[src/rtl/dspace_agu_pkg.sv]
package dspace_agu_pkg;

   typedef enum logic [2:0] {
      AM_DIRECT  = 3'd0,
      AM_IND     = 3'd1,
      AM_DISP    = 3'd2,
      AM_PREDEC  = 3'd3,
      AM_POSTINC = 3'd4
   } amode_e;

   typedef enum logic [1:0] {
      PS_X    = 2'd0,
      PS_Y    = 2'd1,
      PS_Z    = 2'd2,
      PS_NONE = 2'd3
   } psel_e;

   localparam int NUM_REGIONS = 4;

endpackage

[src/rtl/dspace_agu_ptr_mux.sv]
module dspace_agu_ptr_mux #(
   parameter int AW = 16
) (
   input  logic [1:0]    sel,
   input  logic [AW-1:0] x_val,
   input  logic [AW-1:0] y_val,
   input  logic [AW-1:0] z_val,
   output logic [AW-1:0] ptr,
   output logic          sel_ok
);
   import dspace_agu_pkg::*;

   always_comb begin
      sel_ok = 1'b1;
      case (sel)
         PS_X:    ptr = x_val;
         PS_Y:    ptr = y_val;
         PS_Z:    ptr = z_val;
         default: begin
            ptr    = '0;
            sel_ok = 1'b0;
         end
      endcase
   end
endmodule

[src/rtl/dspace_agu_calc.sv]
module dspace_agu_calc #(
   parameter int AW     = 16,
   parameter int DISP_W = 6
) (
   input  logic [2:0]        mode,
   input  logic [1:0]        sel,
   input  logic              sel_ok,
   input  logic [AW-1:0]     ptr,
   input  logic [AW-1:0]     direct,
   input  logic [DISP_W-1:0] disp,
   output logic [AW-1:0]     ea,
   output logic              wr_en,
   output logic [1:0]        wr_sel,
   output logic [AW-1:0]     wr_data,
   output logic              illegal
);
   import dspace_agu_pkg::*;

   localparam logic [AW-1:0] ONE = AW'(1);

   logic [AW-1:0] disp_ext;
   logic [AW-1:0] ptr_dec;
   logic [AW-1:0] ptr_inc;

   assign disp_ext = AW'(disp);
   assign ptr_dec  = ptr - ONE;
   assign ptr_inc  = ptr + ONE;

   always_comb begin
      ea      = '0;
      wr_en   = 1'b0;
      wr_sel  = 2'd0;
      wr_data = '0;
      illegal = 1'b0;
      case (mode)
         AM_DIRECT: ea = direct;
         AM_IND: begin
            if (sel_ok) ea = ptr;
            else        illegal = 1'b1;
         end
         AM_DISP: begin
            if (sel_ok && sel != PS_X) ea = ptr + disp_ext;
            else                       illegal = 1'b1;
         end
         AM_PREDEC: begin
            if (sel_ok) begin
               ea      = ptr_dec;
               wr_en   = 1'b1;
               wr_sel  = sel;
               wr_data = ptr_dec;
            end else begin
               illegal = 1'b1;
            end
         end
         AM_POSTINC: begin
            if (sel_ok) begin
               ea      = ptr;
               wr_en   = 1'b1;
               wr_sel  = sel;
               wr_data = ptr_inc;
            end else begin
               illegal = 1'b1;
            end
         end
         default: illegal = 1'b1;
      endcase
   end
endmodule

[src/rtl/dspace_agu_region.sv]
module dspace_agu_region #(
   parameter int AW     = 16,
   parameter int RF_N   = 32,
   parameter int IO_N   = 64,
   parameter int XIO_N  = 160,
   parameter int SRAM_N = 1024
) (
   input  logic          blk,
   input  logic [AW-1:0] addr,
   output logic [3:0]    sel,
   output logic [AW-1:0] offset,
   output logic          oor
);
   import dspace_agu_pkg::*;

   localparam int SIZES [NUM_REGIONS] = '{RF_N, IO_N, XIO_N, SRAM_N};

   function automatic int base_of(int idx);
      int acc = 0;
      for (int k = 0; k < idx; k++) acc += SIZES[k];
      return acc;
   endfunction

   logic [AW:0]   addr_x;
   logic [AW-1:0] offs [NUM_REGIONS];
   logic [NUM_REGIONS-1:0] hit;

   assign addr_x = {1'b0, addr};

   for (genvar g = 0; g < NUM_REGIONS; g++) begin : g_reg
      localparam logic [AW:0] LO = (AW+1)'(base_of(g));
      localparam logic [AW:0] HI = (AW+1)'(base_of(g) + SIZES[g]);
      assign hit[g]  = !blk && (addr_x >= LO) && (addr_x < HI);
      assign offs[g] = addr - LO[AW-1:0];
   end

   always_comb begin
      offset = '0;
      for (int r = 0; r < NUM_REGIONS; r++)
         if (hit[r]) offset = offs[r];
   end

   assign sel = hit;
   assign oor = !blk && (hit == '0);
endmodule

[src/rtl/dspace_agu.sv]
module dspace_agu #(
   parameter int AW     = 16,
   parameter int DISP_W = 6,
   parameter int RF_N   = 32,
   parameter int IO_N   = 64,
   parameter int XIO_N  = 160,
   parameter int SRAM_N = 1024
) (
   input  logic              clk,
   input  logic              rst_n,
   input  logic              req_valid,
   input  logic [2:0]        req_mode,
   input  logic [1:0]        req_ptr_sel,
   input  logic [AW-1:0]     req_direct,
   input  logic [DISP_W-1:0] req_disp,
   input  logic [AW-1:0]     x_ptr,
   input  logic [AW-1:0]     y_ptr,
   input  logic [AW-1:0]     z_ptr,
   output logic              out_valid,
   output logic [AW-1:0]     eff_addr,
   output logic              ptr_wr_en,
   output logic [1:0]        ptr_wr_sel,
   output logic [AW-1:0]     ptr_wr_data,
   output logic [3:0]        region_sel,
   output logic [AW-1:0]     region_offset,
   output logic              out_of_range,
   output logic              illegal_mode
);
   localparam int SPACE_END = RF_N + IO_N + XIO_N + SRAM_N;

   if (SPACE_END > (2 ** AW)) begin : g_bad_space
      $error("data space exceeds address width");
   end
   if (DISP_W >= AW) begin : g_bad_disp
      $error("displacement width must be below address width");
   end
   if (SRAM_N < 1) begin : g_bad_sram
      $error("SRAM size must be positive");
   end

   logic [AW-1:0] ptr_v;
   logic          ptr_ok;
   logic [AW-1:0] ea_c;
   logic          we_c;
   logic [1:0]    ws_c;
   logic [AW-1:0] wd_c;
   logic          ill_c;
   logic [3:0]    rs_c;
   logic [AW-1:0] off_c;
   logic          oor_c;

   dspace_agu_ptr_mux #(.AW(AW)) u_mux (
      .sel    (req_ptr_sel),
      .x_val  (x_ptr),
      .y_val  (y_ptr),
      .z_val  (z_ptr),
      .ptr    (ptr_v),
      .sel_ok (ptr_ok)
   );

   dspace_agu_calc #(.AW(AW), .DISP_W(DISP_W)) u_calc (
      .mode    (req_mode),
      .sel     (req_ptr_sel),
      .sel_ok  (ptr_ok),
      .ptr     (ptr_v),
      .direct  (req_direct),
      .disp    (req_disp),
      .ea      (ea_c),
      .wr_en   (we_c),
      .wr_sel  (ws_c),
      .wr_data (wd_c),
      .illegal (ill_c)
   );

   dspace_agu_region #(
      .AW(AW), .RF_N(RF_N), .IO_N(IO_N), .XIO_N(XIO_N), .SRAM_N(SRAM_N)
   ) u_dec (
      .blk    (ill_c),
      .addr   (ea_c),
      .sel    (rs_c),
      .offset (off_c),
      .oor    (oor_c)
   );

   always_ff @(posedge clk or negedge rst_n) begin
      if (!rst_n) begin
         out_valid     <= 1'b0;
         eff_addr      <= '0;
         ptr_wr_en     <= 1'b0;
         ptr_wr_sel    <= 2'd0;
         ptr_wr_data   <= '0;
         region_sel    <= '0;
         region_offset <= '0;
         out_of_range  <= 1'b0;
         illegal_mode  <= 1'b0;
      end else if (req_valid) begin
         out_valid     <= 1'b1;
         eff_addr      <= ea_c;
         ptr_wr_en     <= we_c;
         ptr_wr_sel    <= ws_c;
         ptr_wr_data   <= wd_c;
         region_sel    <= rs_c;
         region_offset <= off_c;
         out_of_range  <= oor_c;
         illegal_mode  <= ill_c;
      end else begin
         out_valid     <= 1'b0;
         eff_addr      <= '0;
         ptr_wr_en     <= 1'b0;
         ptr_wr_sel    <= 2'd0;
         ptr_wr_data   <= '0;
         region_sel    <= '0;
         region_offset <= '0;
         out_of_range  <= 1'b0;
         illegal_mode  <= 1'b0;
      end
   end
endmodule

[config.mk]
export PLATFORM = sky130hd
export DESIGN_NAME = dspace_agu
export DESIGN_NICKNAME = d
export VERILOG_FILES = /design/src/rtl/dspace_agu_pkg.sv /design/src/rtl/dspace_agu_ptr_mux.sv /design/src/rtl/dspace_agu_calc.sv /design/src/rtl/dspace_agu_region.sv /design/src/rtl/dspace_agu.sv
export SDC_FILE = /design/constraint.sdc
export NUM_CORES = 1
export LEC_CHECK = 0
export CAP_MARGIN = 10
export CORE_MARGIN = 5
export CORE_UTILIZATION = 43
export DETAILED_ROUTE_END_ITERATION = 8
export PLACE_DENSITY = 0.74
export SYNTH_ARGS = -nofsm -noshare
export SYNTH_HDL_FRONTEND = slang
export SYNTH_HIERARCHICAL = 1
export SYNTH_SLANG_ARGS = --single-unit
[constraint.sdc]
create_clock -name clk -period 0.8 [get_ports clk]
set_input_delay 0.12 -clock clk [delete_from_list [all_inputs] [get_ports clk]]
set_output_delay 0.12 -clock clk [all_outputs]
set_load 0.005 [all_outputs]
**Word level (Yosys, flattened, before mapping)**

Cells that the tools add are included.
Widths: inputs -> output; s select.

- Add/subtract/negate cells: 6
- $lt $le $gt $ge: 8
- Equality and inequality tests: 6
- Mux-type cells: 28
- Reductions and logical operators: 19

Operators by type and width:

| kind | number |
|---|---|
| $mux 16 | 11 |
| $pmux 16 s4 | 1 |
| $pmux 16 s3 | 1 |
| $pmux 16 s2 | 1 |
| $add 16x1->16 const B | 1 |
| $add 16x6->16 | 1 |
| $ge 16x1->1 const B | 1 |
| $ge 16x6->1 const B | 1 |
| $ge 16x7->1 const B | 1 |
| $ge 16x9->1 const B | 1 |
| $lt 16x11->1 const B | 1 |
| $lt 16x6->1 const B | 1 |
| $lt 16x7->1 const B | 1 |
| $lt 16x9->1 const B | 1 |
| $sub 16x1->16 const B | 1 |
| $sub 16x6->16 const B | 1 |
| $sub 16x7->16 const B | 1 |
| $sub 16x9->16 const B | 1 |
| $logic_and 1x1->1 | 10 |
| $mux 1 | 9 |
| $eq 3x2->1 const B | 2 |
| $mux 2 | 3 |
| $reduce_or 3->1 | 2 |
| $logic_not 4->1 | 1 |
| 11 further kinds | 12 |

- Register bits: 58
- Bits of input ports: 78
- Logic and storage cells: 76

**Logic depth before layout (Yosys ltp)**

- Word-level depth: 14
- Mapped depth: 21

**Cells and area by module**

The synthesis kept the hierarchy.

Modules (own cells, without submodules):

| module | instances | cells an instance | area an instance (um2) |
|---|---|---|---|
| dspace_agu | 1 | 121 | 1863.0 |
| dspace_agu_calc | 1 | 282 | 1741.7 |
| dspace_agu_region | 1 | 105 | 750.7 |
| dspace_agu_ptr_mux | 1 | 40 | 386.6 |

**Worst setup path before layout**

No wires, ideal clock.

- Path kind: input port to flip-flop
- Start point: in req_ptr_sel[1]
- End point: reg region_offset[6]
- Setup time: 119 ps
- Arrival: 4446 ps
- Data required time: 681 ps
- Slack: -3765 ps
- Stages on the path: 20
- Path through: buf_6 > nor2b_4 > buf_6 > o2bb2ai_1 > clkbuf_1 > inv_1 > ha_1 > or4b_2 > clkbuf_1 > o41ai_1 > o211a_1 > o21ai_0 > inv_1 > ha_1 > or4b_4 > a211oi_4 > a21oi_2 > and3_1 > a221o_1 > and2_1

- Elaborated cells between the ends (all ways): 42
- Those cells by class: add/sub (5); order compare (8); eq/ne (2); mux (14); reduce/logical (13)

RTL lines:

| element | line | source |
|---|---|---|
| start: declaration | dspace_agu.sv:13 | `input logic [1:0] req_ptr_sel,` |
| $eq 2x2->1 (tied with other cells) | dspace_agu_ptr_mux.sv:15 | `case (sel)` |
| $pmux 16 s3 * | dspace_agu_ptr_mux.sv:15 |  |
| named net ptr_v[1] | dspace_agu.sv:41 | `logic [AW-1:0] ptr_v;` |
| $sub 16x1->16 or $add 16x6->16 (tied branches) | dspace_agu_calc.sv:26, dspace_agu_calc.sv:42 |  |
| $mux 16, on equally long branches | dspace_agu_calc.sv:46, dspace_agu_calc.sv:42 |  |
| $pmux 16 s4 * | dspace_agu_calc.sv:35 | `case (mode)` |
| named net ea_c[8] | dspace_agu.sv:43 | `logic [AW-1:0] ea_c;` |
| $ge 16x1->1 | dspace_agu_region.sv:33 | `assign hit[g] = !blk && (addr_x >= LO) && (addr_x < HI);` |
| $logic_and 1x1->1 (2 in series) | dspace_agu_region.sv:33 |  |
| $mux 16 (3 in series) | dspace_agu_region.sv:40 | `if (hit[r]) offset = offs[r];` |
| $mux 16 * | dspace_agu_region.sv:40 |  |
| named net off_c[6] | dspace_agu.sv:49 | `logic [AW-1:0] off_c;` |
| $mux 16 * | dspace_agu.sv:96 | `end else if (req_valid) begin` |
| end signal: assignment | dspace_agu.sv:93 | `region_offset <= '0;` |
| end signal: assignment | dspace_agu.sv:103 | `region_offset <= off_c;` |
| end signal: assignment | dspace_agu.sv:113 | `region_offset <= '0;` |
| end: declaration | dspace_agu.sv:25 | `output logic [AW-1:0] region_offset,` |

Mark *: on every way through the listed nets, which the timed path passes. The rest lies on a longest branch.

**Worst setup path after layout**

- Start point: in req_ptr_sel[1]
- End point: reg region_offset[8]

The elaborated chain is that of the path after synthesis.

==> results_dict.tcl <==
set metrics [dict create \
    ys_seq_area_frac 0.306 \
    end_kind "register" \
    wl_per_cell_um 24.6 \
    gp_congestion 0.987 \
    dp.cells 940 \
    ys_top_cells_by_area "dfrtp_1, and2_1, ha_1" \
    static-leakage-power_nw 4.34 \
    min_period_over_period 4.97 \
    finalCriticalPeriod_ns 3.98 \
    postLayoutSetupSlackWorst_ns -3.18 \
    setup_violations 115 \
    cp_max_fo 6 \
    io_buffers 135 \
    avgSynthCellArea_um2 8.65 \
    place_ws_ns -3.80 \
    max_cap_viol_count 0 \
    failed_checks "setup timing" \
    status "complete, but fails checks" \
    clk_path_buf_depth 2 \
    root_buffer "clkbuf_8" \
    cts_tree "done" \
    tns_ns -120.25 \
    htreeDepth 3 \
    cp_data_required_time_ns 1.08 \
    synth_edf_count 0 \
    syn_nets 641 \
    io_pins 136 \
    synth_top_area_frac 0.306 \
    worstPathArrival_ns 4.26 \
    grt_pass1_wl_um 33500 \
    drive_gt1_frac 0.548 \
    drc 0 \
    synth_top_area_cell "dfrtp_1" \
    syn_inst 548 \
    cts_buffers 9 \
    hp-class "in2async" \
    areaGrowthSynthToFinish_pct 97.5 \
    hold_viol 0 \
    grtUsageTotal 0.325 \
    relSlewSlack 0.309 \
    clock-sinks 58 \
    p_per_area_mw_per_mm2 1330 \
    hpwlAfterDp_um 15400 \
    worst_slew_pin_slew_ns 1.03 \
    antenna_found_initial 0 \
    finalMaxSlewViolations 0 \
    ir_drop_uv 915 \
    vias_per_cell 6.33 \
    postRouteAntennaNets 0 \
    grt_max_degree 59 \
    num_rows 38 \
    diodes 0 \
    fmax_ghz 0.251 \
    ys_warn_count 6 \
    rsz0062_at_grt "yes" \
    die_x_um 115 \
    wl_um 25800 \
    grt_pass1_vias 6478 \
    final_cells 1049 \
    vias 6643 \
    coreArea_mm2 0.0108 \
    ys.flop_type "dfrtp_1" \
    first_pass_iters 5 \
    syn-cell-area_mm2 0.00474 \
    synthArstFlopShare 1.00 \
    die-area_mm2 0.0132 \
    nets 997 \
    start_util 0.437 \
    cts.reportedPaths.clkPinSlew_ns 0.07 \
    cp-start-kind "primary input" \
    yosysUniqueCellTypes 74 \
    die_height_um 115 \
    drt-initial-drc-count 780 \
    grt_remaining_overflow 0 \
    ys_ff_latch 58 \
    critical_path_class "in2reg" \
]
cells in the mapped netlist (all sizes together) (3+ instances only):
cell	count
nor4b	4
nand2	36
o21ai	26
o211ai	5
a41oi	3
nor2	30
a31oi	5
inv	13
a211oi	12
nor3	15
a22oi	8
ha	14
nand4	9
clkbuf	32
a221oi	4
buf	12
a21oi	29
nand3	8
or3	3
and2	72
nor4	6
xnor2	12
o221ai	4
mux2i	17
and3	9
a21o	6
o2bb2ai	18
o31ai	7
nor3b	4
and4	5
nor2b	4
a221o	4
xor2	13
dfrtp	58
or4	5
per-stage QoR:
stage          utilization  power (W)  area (um^2)  hold slack [ns]
2_1_floorplan            -    0.00544         5090           -0.176
3_3_place_gp         0.696    0.00767         7540          -0.0341
3_5_place_dp         0.696    0.00774         7540          -0.0294
4_1_cts              0.799     0.0114         8660            0.147
5_1_grt              0.864     0.0129         9370            0.145
6_report             0.864     0.0125         9370            0.140
cell usage in the layout, fill, tap and decap left out, types with 10 or more instances in the layout:
cell             instances
clkbuf_8                11
dfrtp_1                 58
dlygate4sd2_1           16
xor2_1                  12
clkdlybuf4s50_1         49
buf_6                   63
buf_4                  179
nor2_1                  21
a21oi_1                 14
a21oi_2                 13
nand2_1                 30
mux2i_1                 10
buf_2                   60
and2_1                  64
repair_timing:
item / 4_1_cts / 5_1_grt
hold buffers: 1 / 0
endpoints found under the setup margin: 115 / 115
buffers inserted: 73 / 37
pin swaps: 67 / 73
resized for setup: 398 / 146
hold endpoints to repair: 58 / 0
path summary, 6_finish.rpt:
path                                start               end  slack, ns  cells past startpoint
setup / recovery           req_ptr_sel[1]  region_offset[8]      -3.18                     23
hold / removal                      rst_n       eff_addr[7]       0.14                      2
max in group asynchronous           rst_n         ptr_wr_en       0.21                      3
min in group clk                req_valid         out_valid       0.49                      2
cells by family (layout without fill, tap and decap cells):
group | after synthesis | in the layout | share of synthesized area
adder cells (fa/ha/maj) | 15 | 15 | 0.0412
AO/OA/AOI/OAI | 156 | 156 | 0.242
XOR/XNOR | 25 | 25 | 0.0462
multiplexers | 17 | 17 | 0.0359
flip-flops | 58 | 58 | 0.306
buffers and inverters | 58 | 419 | 0.0631
AND/OR/NAND/NOR | 219 | 219 | 0.265
flip-flops by register name, summed over array words and instances (netlist names):
register	flops
eff_addr	16
ptr_wr_data	16
region_offset	16
region_sel	4
ptr_wr_sel	2
illegal_mode	1
out_of_range	1
out_valid	1
ptr_wr_en	1
worst max-delay path, cell delays in order:
cell,delay (ns)
buf_2,0.10
nor2b_4,0.26
buf_4,0.18
o2bb2ai_2,0.17
buf_4,0.18
ha_4,0.20
o211ai_1,0.24
o211ai_1,0.16
buf_4,0.18
buf_4,0.13
buf_4,0.13
nand4_1,0.08
xor2_1,0.21
o211ai_1,0.16
buf_4,0.18
nor4b_2,0.32
buf_4,0.18
and4_4,0.24
buf_4,0.14
nor2_1,0.08
a21o_1,0.21
a211oi_2,0.23
and2_1,0.18
power by group:
group	internal (W)	leakage (nW)	switching, W	total, W
logic	0.00318	3.45	0.00328	0.00646
registers	0.00308	0.790	0.0000404	0.00312
clock network	0.00160	0.0986	0.00127	0.00287
metal layers:
metal / GRT usage / routed length (um) / vias up
li1: - / - / 2737
met4: 0.168 / 2100 / 0
met5: 0 / 0 / -
met1: 0.359 / 8790 / 3148
met3: 0.0700 / 2630 / 193
met2: 0.582 / 12300 / 565
area by class of cell:
| class | count | area (um^2) |
|---|---|---|
| multi-input cells | 432 | 4150 |
| well taps | 140 | 175 |
| flip-flops and latches | 58 | 1450 |
| repair buffers | 389 | 3330 |
| fillers | 552 | 1470 |
| clock inverters | 4 | 50.0 |
| inverters | 14 | 62.6 |
| clock buffers | 12 | 155 |
No activity file was read; power rests on OpenSTA's default activity.
